--- src/rtl/fgs_pkg.sv ---
package fgs_pkg;
    typedef enum logic [1:0] {
        POL_HEAD  = 2'd0,
        POL_ADDR  = 2'd1,
        POL_QOCC  = 2'd2,
        POL_HEADX = 2'd3
    } pol_e;

    function automatic int clog2i(input int v);
        int r;
        r = 0;
        while ((1 << r) < v) r++;
        return r;
    endfunction
endpackage

--- src/rtl/fgs_pick.sv ---
module fgs_pick import fgs_pkg::*; #(
    parameter int NCTX = 4,
    parameter int PCW  = 32,
    parameter int QCW  = 6,
    parameter int CIW  = 2
) (
    input  logic [1:0]          policy,
    input  logic [CIW-1:0]      head_idx,
    input  logic [NCTX-1:0]     ready,
    input  logic [NCTX*PCW-1:0] blk,
    input  logic [NCTX*QCW-1:0] qcnt,
    output logic                any,
    output logic [PCW-1:0]      sel_blk
);
    logic [CIW-1:0] sel;
    logic [PCW-1:0] best_a;
    logic [QCW-1:0] best_q;
    logic           found;

    always_comb begin
        sel    = '0;
        found  = 1'b0;
        best_a = '0;
        best_q = '0;
        any    = |ready;
        case (pol_e'(policy))
            POL_ADDR: begin
                for (int t = 0; t < NCTX; t++) begin
                    if (ready[t] && (!found || blk[t*PCW +: PCW] < best_a)) begin
                        best_a = blk[t*PCW +: PCW];
                        sel    = CIW'(t);
                        found  = 1'b1;
                    end
                end
            end
            POL_QOCC: begin
                for (int t = 0; t < NCTX; t++) begin
                    if (ready[t] && (!found || qcnt[t*QCW +: QCW] < best_q)) begin
                        best_q = qcnt[t*QCW +: QCW];
                        sel    = CIW'(t);
                        found  = 1'b1;
                    end
                end
            end
            default: begin
                for (int k = 0; k < NCTX; k++) begin
                    int j;
                    j = (int'(head_idx) + k) % NCTX;
                    if (ready[j] && !found) begin
                        sel   = CIW'(j);
                        found = 1'b1;
                    end
                end
            end
        endcase
        sel_blk = blk[int'(sel)*PCW +: PCW];
    end
endmodule

--- src/rtl/fgs_lane.sv ---
module fgs_lane #(
    parameter int PCW   = 32,
    parameter int SLOTS = 8,
    parameter int IBYTE = 8,
    parameter int SLW   = 3,
    parameter int IBW   = 3,
    parameter int OFFW  = 6
) (
    input  logic             any,
    input  logic             ready,
    input  logic [PCW-1:0]   pc,
    input  logic             brk_vld,
    input  logic [SLW-1:0]   brk_slot,
    input  logic [PCW-1:0]   tgt,
    input  logic [PCW-1:0]   sel_blk,
    output logic [PCW-1:0]   blk,
    output logic             grp,
    output logic [SLOTS-1:0] col,
    output logic [PCW-1:0]   nxt
);
    localparam logic [PCW-1:0] BLK_BYTES = PCW'(SLOTS * IBYTE);

    logic [SLW-1:0] first_s;
    logic [SLW-1:0] last_s;
    logic           taken;

    assign blk     = {pc[PCW-1:OFFW], {OFFW{1'b0}}};
    assign first_s = pc[OFFW-1:IBW];
    assign taken   = brk_vld && (brk_slot >= first_s);
    assign last_s  = taken ? brk_slot : SLW'(SLOTS - 1);
    assign grp     = any && ready && (blk == sel_blk);

    always_comb begin
        for (int i = 0; i < SLOTS; i++)
            col[i] = grp && (SLW'(i) >= first_s) && (SLW'(i) <= last_s);
    end

    assign nxt = !grp ? pc : (taken ? tgt : blk + BLK_BYTES);
endmodule

--- src/rtl/fgs_top.sv ---
module fgs_top import fgs_pkg::*; #(
    parameter int NCTX  = 4,
    parameter int PCW   = 32,
    parameter int QCW   = 6,
    parameter int SLOTS = 8,
    parameter int IBYTE = 8,
    localparam int CIW  = (NCTX > 1) ? clog2i(NCTX) : 1,
    localparam int SLW  = clog2i(SLOTS),
    localparam int IBW  = clog2i(IBYTE),
    localparam int OFFW = SLW + IBW
) (
    input  logic                  clk,
    input  logic                  rst,
    input  logic [1:0]            policy,
    input  logic [CIW-1:0]        head_idx,
    input  logic [NCTX-1:0]       ctx_ready,
    input  logic [NCTX*PCW-1:0]   ctx_pc,
    input  logic [NCTX*QCW-1:0]   ctx_qcnt,
    input  logic [NCTX-1:0]       ctx_brk_vld,
    input  logic [NCTX*SLW-1:0]   ctx_brk_slot,
    input  logic [NCTX*PCW-1:0]   ctx_tgt,
    output logic                  fetch_vld,
    output logic [PCW-1:0]        fetch_blk,
    output logic [NCTX-1:0]       grp_mask,
    output logic [SLOTS*NCTX-1:0] usage,
    output logic [NCTX*PCW-1:0]   next_pc
);
    logic [NCTX*PCW-1:0]   blk_all;
    logic [NCTX*PCW-1:0]   nxt_all;
    logic [NCTX-1:0]       grp_all;
    logic [SLOTS*NCTX-1:0] use_all;
    logic [PCW-1:0]        sel_blk;
    logic                  any;

    fgs_pick #(.NCTX(NCTX), .PCW(PCW), .QCW(QCW), .CIW(CIW)) u_pick (
        .policy  (policy),
        .head_idx(head_idx),
        .ready   (ctx_ready),
        .blk     (blk_all),
        .qcnt    (ctx_qcnt),
        .any     (any),
        .sel_blk (sel_blk)
    );

    for (genvar t = 0; t < NCTX; t++) begin : g_lane
        logic [SLOTS-1:0] col;
        fgs_lane #(.PCW(PCW), .SLOTS(SLOTS), .IBYTE(IBYTE), .SLW(SLW),
                   .IBW(IBW), .OFFW(OFFW)) u_lane (
            .any     (any),
            .ready   (ctx_ready[t]),
            .pc      (ctx_pc[t*PCW +: PCW]),
            .brk_vld (ctx_brk_vld[t]),
            .brk_slot(ctx_brk_slot[t*SLW +: SLW]),
            .tgt     (ctx_tgt[t*PCW +: PCW]),
            .sel_blk (sel_blk),
            .blk     (blk_all[t*PCW +: PCW]),
            .grp     (grp_all[t]),
            .col     (col),
            .nxt     (nxt_all[t*PCW +: PCW])
        );
        for (genvar i = 0; i < SLOTS; i++) begin : g_row
            assign use_all[i*NCTX + t] = col[i];
        end
    end

    always_ff @(posedge clk) begin
        if (rst) begin
            fetch_vld <= 1'b0;
            fetch_blk <= '0;
            grp_mask  <= '0;
            usage     <= '0;
            next_pc   <= '0;
        end else begin
            fetch_vld <= any;
            fetch_blk <= any ? sel_blk : '0;
            grp_mask  <= grp_all;
            usage     <= use_all;
            next_pc   <= nxt_all;
        end
    end

    a_r3_idle_empty: assert property (@(posedge clk) disable iff (rst)
        !fetch_vld |-> (grp_mask == '0 && usage == '0));
    a_r7_grp_ready: assert property (@(posedge clk) disable iff (rst)
        $past(!rst) |-> ((grp_mask & ~$past(ctx_ready)) == '0));
    a_r7_grp_nonempty: assert property (@(posedge clk) disable iff (rst)
        fetch_vld |-> (grp_mask != '0));

    for (genvar t = 0; t < NCTX; t++) begin : g_chk
        a_r11_hold_pc: assert property (@(posedge clk) disable iff (rst)
            ($past(!rst) && !grp_mask[t]) |->
                (next_pc[t*PCW +: PCW] == $past(ctx_pc[t*PCW +: PCW])));
        a_r8_first_slot: assert property (@(posedge clk) disable iff (rst)
            ($past(!rst) && grp_mask[t]) |->
                usage[int'($past(ctx_pc[t*PCW+IBW +: SLW]))*NCTX + t]);
        a_r2_same_block: assert property (@(posedge clk) disable iff (rst)
            ($past(!rst) && grp_mask[t]) |->
                (fetch_blk[PCW-1:OFFW] == $past(ctx_pc[t*PCW+OFFW +: PCW-OFFW])));
    end
endmodule

--- config.mk ---
export PLATFORM = sky130hd
export DESIGN_NAME = fgs_top
export DESIGN_NICKNAME = d
export VERILOG_FILES = /design/src/rtl/fgs_pkg.sv /design/src/rtl/fgs_pick.sv /design/src/rtl/fgs_lane.sv /design/src/rtl/fgs_top.sv
export SDC_FILE = /design/constraint.sdc
export NUM_CORES = 1
export LEC_CHECK = 0
export BUFFER_PORTS_ARGS = -buffer_cell sky130_fd_sc_hd__buf_2
export CAP_MARGIN = 20
export CORE_MARGIN = 8
export CORE_UTILIZATION = 32
export DETAILED_ROUTE_END_ITERATION = 16
export GPL_TIMING_DRIVEN = 0
export MAX_ROUTING_LAYER = met4
export PLACE_DENSITY = 0.67
export SYNTH_ARGS = -nofsm -noshare
export SYNTH_HDL_FRONTEND = slang
export SYNTH_SLANG_ARGS = --single-unit
--- constraint.sdc ---
create_clock -name clk -period 9 [get_ports clk]
set_clock_uncertainty 0.2 [all_clocks]
set_input_delay 0.9 -clock clk [delete_from_list [all_inputs] [get_ports clk]]
set_output_delay 0.9 -clock clk [all_outputs]
set_load 0.02 [all_outputs]
## After elaboration in Yosys (flattened, before gate mapping)

Cells that the tools add are included.

- Memories kept: 0
- Input port bits: 306
- Bits in latches: 0
- Bits in read-only memories: 0
- Word-level logic and storage cells: 270
- Memory bits (writable): 0
- Bits in registers: 197

- Magnitude comparators: 78
- Equal/unequal tests: 6
- Add/subtract/negate cells: 7
- Shifts and indexed selects: 1
- Multiply operators: 0
- Bitwise logic cells: 4
- Reduce and logical (&&, ||, !) cells: 106
- Divide/modulo/power cells: 0
- Mux-type cells: 63

Operators with widths:

| kind | number |
|---|---|
| $mux 32 | 14 |
| $add 32x7->32 const B | 4 |
| $eq 32x32->1 | 4 |
| $shiftx 128x8->32 | 1 |
| $lt 32x32->1 | 3 |
| $logic_and 1x1->1 | 85 |
| $ge 3x3->1 const A | 16 |
| $le 3x3->1 const A | 16 |
| $mux 6 | 6 |
| $mux 1 | 26 |
| $ge 1x3->1 const A | 8 |
| $ge 2x3->1 const A | 8 |
| $le 1x3->1 const A | 8 |
| $le 2x3->1 const A | 8 |
| $lt 6x6->1 | 3 |
| $mux 2 | 8 |
| $ge 3x3->1 | 4 |
| $lt 3x4->1 const B | 3 |
| $mux 3 | 4 |
| $reduce_or 2->1 | 5 |
| $logic_not 1->1 | 9 |
| $bmux 1 s2 | 4 |
| $logic_or 1x1->1 | 6 |
| $add 2x2->2 const B | 2 |
| 8 further kinds | 10 |

## Longest topological paths before layout

- Depth after elaboration: 22
- Mapped depth: 47

## Cells and area by module

A second synthesis with hierarchy kept.

- Cell total of the unflattened synthesis: 2,285
- Area, all modules: 18,041.1 um^2

Modules (own cells, without submodules):

| module | cells each | sequential area each (um^2) | times used | area each (um^2) |
|---|---|---|---|---|
| fgs_lane | 301 | 0.0 | 4 | 1,963.1 |
| fgs_top | 419 | 3,943.8 | 1 | 5,376.4 |
| fgs_pick | 662 | 0.0 | 1 | 4,812.1 |

## Least setup slack after synthesis

No wires, ideal clock.

- Kind: input -> register
- Start point: input port ctx_ready[0]
- End point: register next_pc[47]
- Path slack: -948 ps
- Path buffers: 11
- Data required time: 8,672 ps
- Arrival: 9,620 ps
- Setup time: 128 ps
- Stages: 43
- Path through: buf_2 -> clkbuf_1 -> buf_1 -> buf_1 -> nand2_1 -> ha_1 -> a21oi_1 -> nand2_1 -> a221o_1 -> o41ai_4 -> clkbuf_1 -> nor2_1 -> a21oi_1 -> ha_1 -> a21oi_1 -> nor4_1 -> a2111oi_0 -> o21ai_0 -> [... 7 more ...] -> a2111oi_0 -> o21ai_0 -> a311oi_1 -> o31ai_1 -> a21o_1 -> or3_1 -> buf_2 -> nand3_4 -> buf_12 -> mux2i_1 -> xnor2_1 -> or4_1 -> o32ai_2 -> nand2_2 -> buf_6 -> buf_4 -> mux2i_1 -> o21ai_1

- Cells in the longest elaborated chain, start to end: 21

RTL lines:

| item | RTL line | source |
|---|---|---|
| start: declaration | fgs_top.sv:16 | `input logic [NCTX-1:0] ctx_ready,` |
| $mux 32, or another cell as far along | fgs_pick.sv:29 | `if (ready[t] && (!found \|\| blk[t*PCW +: PCW] < best_a)) begin` |
| $mux 32, or another cell as far along | fgs_pick.sv:26 | `case (pol_e'(policy))` |
| $lt 32x32->1, or another cell as far along | fgs_pick.sv:29 |  |
| $logic_or 1x1->1 (on tied branches) | fgs_pick.sv:29, fgs_pick.sv:38 |  |
| $logic_and 1x1->1 (on tied branches) | fgs_pick.sv:29, fgs_pick.sv:38 |  |
| $mux 32, or another cell as far along | fgs_pick.sv:29 |  |
| $mux 32, or another cell as far along | fgs_pick.sv:26 |  |
| $lt 32x32->1, or another cell as far along | fgs_pick.sv:29 |  |
| [... 5 more ...] | n/a |  |
| $logic_or 1x1->1 (on tied branches) | fgs_pick.sv:29, fgs_pick.sv:38 |  |
| $logic_and 1x1->1 (on tied branches) | fgs_pick.sv:29, fgs_pick.sv:38 |  |
| $mux 2 (on tied branches) | fgs_pick.sv:29, fgs_pick.sv:38 |  |
| $pmux 2 s2 | fgs_pick.sv:26 |  |
| $shiftx 128x8->32 | fgs_pick.sv:56 | `sel_blk = blk[int'(sel)*PCW +: PCW];` |
| $eq 32x32->1 | fgs_lane.sv:31 | `assign grp = any && ready && (blk == sel_blk);` |
| $logic_and 1x1->1 (*) | fgs_lane.sv:31 |  |
| $mux 32 (*) | fgs_lane.sv:38 | `assign nxt = !grp ? pc : (taken ? tgt : blk + BLK_BYTES);` |
| end signal: assignment | fgs_top.sv:78 | `next_pc <= nxt_all;` |
| end: declaration | fgs_top.sv:26 | `output logic [NCTX*PCW-1:0] next_pc` |

Mark *: on every way between the ends. The rest lies on a longest branch, timed or not. The select of a mux whose other input is x is not followed.
A chain may end at the register's enable or synchronous reset.

## Worst setup path after layout

- Start point: input port ctx_pc[26]
- End point: register next_pc[125]

- Cells in the longest elaborated chain, start to end: 21

RTL lines:

| item | RTL line | source |
|---|---|---|
| start: declaration | fgs_top.sv:17 | `input logic [NCTX*PCW-1:0] ctx_pc,` |
| $mux 32 | fgs_pick.sv:29 |  |
| $mux 32 | fgs_pick.sv:26 |  |
| $lt 32x32->1 | fgs_pick.sv:29 |  |
| $logic_or 1x1->1 | fgs_pick.sv:29 |  |
| $logic_and 1x1->1 | fgs_pick.sv:29 |  |
| $mux 32 / $mux 1 (equally long branches) | fgs_pick.sv:29 |  |
| $mux 32 / $mux 1 (equally long branches) | fgs_pick.sv:26 |  |
| $lt 32x32->1 / $logic_not 1->1 (equally long branches) | fgs_pick.sv:29 |  |
| [... 5 more ...] | n/a |  |
| $logic_or 1x1->1 | fgs_pick.sv:29 |  |
| $logic_and 1x1->1 | fgs_pick.sv:29 |  |
| $mux 2 | fgs_pick.sv:29 |  |
| $pmux 2 s2 | fgs_pick.sv:26 |  |
| $shiftx 128x8->32 (*) | fgs_pick.sv:56 |  |
| $eq 32x32->1 (*) | fgs_lane.sv:31 |  |
| $logic_and 1x1->1 (*) | fgs_lane.sv:31 |  |
| $mux 32 (*) | fgs_lane.sv:38 |  |

Marked as above.

==> results.cfg <==
[pwr]
clock_power_share = 0.216
pwr_density_cell_mw_per_mm2 = 144
p_int_mw = 2.01
p_sw_mw = 1.66
max-vdd-ir-drop_uv = 152
combPwrFrac = 0.532
p_total_mw = 3.67
total_leakage_power_nw = 10.9
switching_share = 0.452
seqPwrFrac = 0.252

[synthesis]
synth_cell_types = 99
async_reset_ff_frac = 0
ys_seq_elements = 191
synth.area.top_cells = dfxtp_1, ha_1, a21oi_1
synth_ff_type = dfxtp_1
syn_area_per_cell_um2 = 7.15
synth-seq-area-share = 0.221
synth_top_area_frac = 0.221
synthMostInstantiatedCell = a21oi_1
synth_cells = 2421
syn_area_mm2 = 0.0173
synth_area_leader_cell = dfxtp_1
yosys_warnings = 0
yosys-top-cells-count = a21oi_1, nor2_1, dfxtp_1, clkbuf_1, nand2_1
synth_edf_count = 0

[die]
boundaryPins = 503
dieArea_mm2 = 0.0618
fp.dieW_um = 249
chipHeight_um = 249
num_rows = 85
start_util = 0.323
core-area_mm2 = 0.0536

[sta]
timing.final.ws_setup_ps = -595
fin_crit_ps = 9590
finalSetupViolations = 167
max_slew_margin = 0.114
rsz0062_at_grt = true
maxSlewViolCount = 0
fin_crit_sh = 1.07
max_freq_mhz = 104
hold_violations = 0
whs_ps = 428
worst_pin_slew_ps = 1330

[setup_path]
criticalPathCategory = in2reg
worstPathArrival_ps = 9820
crit_path_end_kind = flip-flop
startpoint_type = input pin
critPathSlowestCell = buf_2
critPathMaxFanout = 11
critical-path-max-stage-delay_ps = 450
cp.required_ps = 9230

[hold_path]
hold_start = ctx_pc[97]
worstHoldPathType = in2reg
holdPathStages = 2
min_to = next_pc[97]$_SDFF_PP0_

[grt]
grt_pass1_vias = 23900
globalRoute.totalOverflow = 0
grt_pass1_wl_mm = 180
grt_util_all_layers = 0.410
grt_antenna_before_repair = 12
grt_max_degree = 20

[placement]
dpl.hpwl_mm = 98.2
port_buffers = 478
place.gp.congestion = 1.07
placed_cell_area_mm2 = 0.0209
dp.cells = 3608

[detailed_routing]
first_pass_iters = 6
ant_nets = 0
drc = 0
postRouteWirelength_mm = 130
drt_iter0_markers = 3151
routedWlPerCell_um = 34.4
viasPerCell = 6.45
vias = 24400

[final_layout]
final_nets = 3481
syn2layout_area_growth_pct = 47.2
stdcell_count = 3787
final_core_util = 0.475
final_cell_area_mm2 = 0.0255
drive_gt1_frac = 0.363

[status]
violations = negative setup slack
status = complete, but fails checks

[clock_tree]
clkSlewWorstSetupHoldPaths_ps = 80
cts_num_sinks = 191
root_buffer = clkbuf_16
cts_buffer_depth = 2
cts_tree = yes
htreeDepth = 4
cts_inserted_buffers = 17

[run]
cap_violations = 0
-- placed cells by master (no fill, tap or decap), types with 14 or more instances in the layout --
cell | netlist | routed
buf_2 | 20 | 485
nor2_1 | 211 | 195
dfxtp_1 | 191 | 191
a21oi_1 | 236 | 180
nand2_1 | 173 | 151
clkbuf_1 | 184 | 128
buf_4 | 11 | 107
inv_1 | 106 | 106
o21ai_0 | 169 | 98
and3_1 | 81 | 80
ha_1 | 108 | 78
nand3_1 | 83 | 76
nor3_1 | 79 | 70
o21ai_1 | 26 | 61
a21oi_2 | 0 | 50
buf_6 | 6 | 44
a211oi_1 | 48 | 40
nand4_1 | 37 | 37
o21ai_2 | 1 | 33
o22ai_1 | 35 | 32
clkbuf_16 | 0 | 32
xnor2_1 | 33 | 32
xor2_1 | 29 | 29
or2_0 | 31 | 29
a22oi_1 | 28 | 27
ha_4 | 0 | 25
nor4_1 | 34 | 23
or3_1 | 22 | 21
buf_8 | 0 | 20
a221oi_1 | 22 | 19
mux2_4 | 18 | 18
buf_12 | 2 | 17
nand2b_1 | 19 | 17
mux2i_1 | 33 | 17
clkbuf_2 | 0 | 16
o211ai_1 | 16 | 16
nand2_2 | 2 | 15
or2_4 | 0 | 15
a31oi_1 | 28 | 14
-- worst max-delay path by stage --
stage          slack [ps]                       to  cells past startpoint    startpoint
2_1_floorplan          10   next_pc[47]$_SDFF_PP0_                     43  ctx_ready[0]
3_3_place_gp        -4230   next_pc[67]$_SDFF_PP0_                     37    ctx_pc[28]
3_5_place_dp        -4080   next_pc[70]$_SDFF_PP0_                     36    ctx_pc[25]
4_1_cts              -410   next_pc[60]$_SDFF_PP0_                     45  ctx_ready[0]
5_1_grt              -650   next_pc[13]$_SDFF_PP0_                     45    ctx_pc[26]
6_report             -590  next_pc[125]$_SDFF_PP0_                     44    ctx_pc[26]
-- state kept, by name, summed over array words and instances (netlist names) --
| signal | count |
|---|---|
| fetch_blk | 26 |
| fetch_vld | 1 |
| grp_mask | 4 |
| next_pc | 128 |
| usage | 32 |
-- per-layer routing --
layer  vias to the layer above  wire (um)  track usage
met5                         -          0            -
met4                         0       9560        0.239
met3                       514      14600        0.112
met2                      1936      55700        0.611
met1                     11800      50600        0.494
li1                      10200          -            -
-- critical path, delay by kind of cell --
| kind | cells | cell delay (ps) |
|---|---|---|
| compound gates | 13 | 2560 |
| fa+ha+maj | 3 | 870 |
| buf+inv | 14 | 2640 |
| mux | 1 | 220 |
| simple gates | 13 | 2580 |
-- stage by stage --
step           setup TNS (ps)  worst slack (ps)
2_1_floorplan               0              13.5
3_3_place_gp          -712100             -4230
3_5_place_dp          -664300             -4080
4_1_cts                -39660              -413
5_1_grt                -82620              -646
6_report               -71080              -595
-- power groups by stage --
stage | clock network [mW] | logic, mW | registers, mW
detailed placement | 0 | 1.47 | 0.944
floorplan | 0 | 0.752 | 1.02
CTS | 0.808 | 1.75 | 0.925
global route | 0.838 | 2.01 | 0.929
global placement | 0 | 1.49 | 0.941
finish | 0.793 | 1.96 | 0.925
-- cell type report --
cell class                 instances  area, um2
antenna                           11       27.5
buffer                           224       1590
clock buffer                      19        433
clock inverter                    13        169
fill                            5423      28100
inverter                         109        409
multi-input combinational       1890      14100
sequential                       191       3820
tap                              696        871
timing repair buffer             634       4010
-- cell families (layout without fill, tap and decap cells) --
logic type / after synthesis / count (layout) / synth area share
buf+inv: 345 / 999 / 0.0831
compound gates: 789 / 789 / 0.295
other cells: 1 / 17 / 0.000217
flops: 191 / 191 / 0.221
mux: 55 / 55 / 0.0374
xor+xnor: 62 / 62 / 0.0314
simple gates: 870 / 870 / 0.254
fa+ha+maj: 108 / 108 / 0.0781
-- timing repair --
action,CTS,global route
hold buffers,0,0
endpoints found under the hold margin,0,0
setup buffers,97,29
gates resized for setup,513,140
setup endpoints to repair,190,190
gates cloned,13,3
pin swaps,171,79
Note: power is estimated with default switching activity, not from simulation.
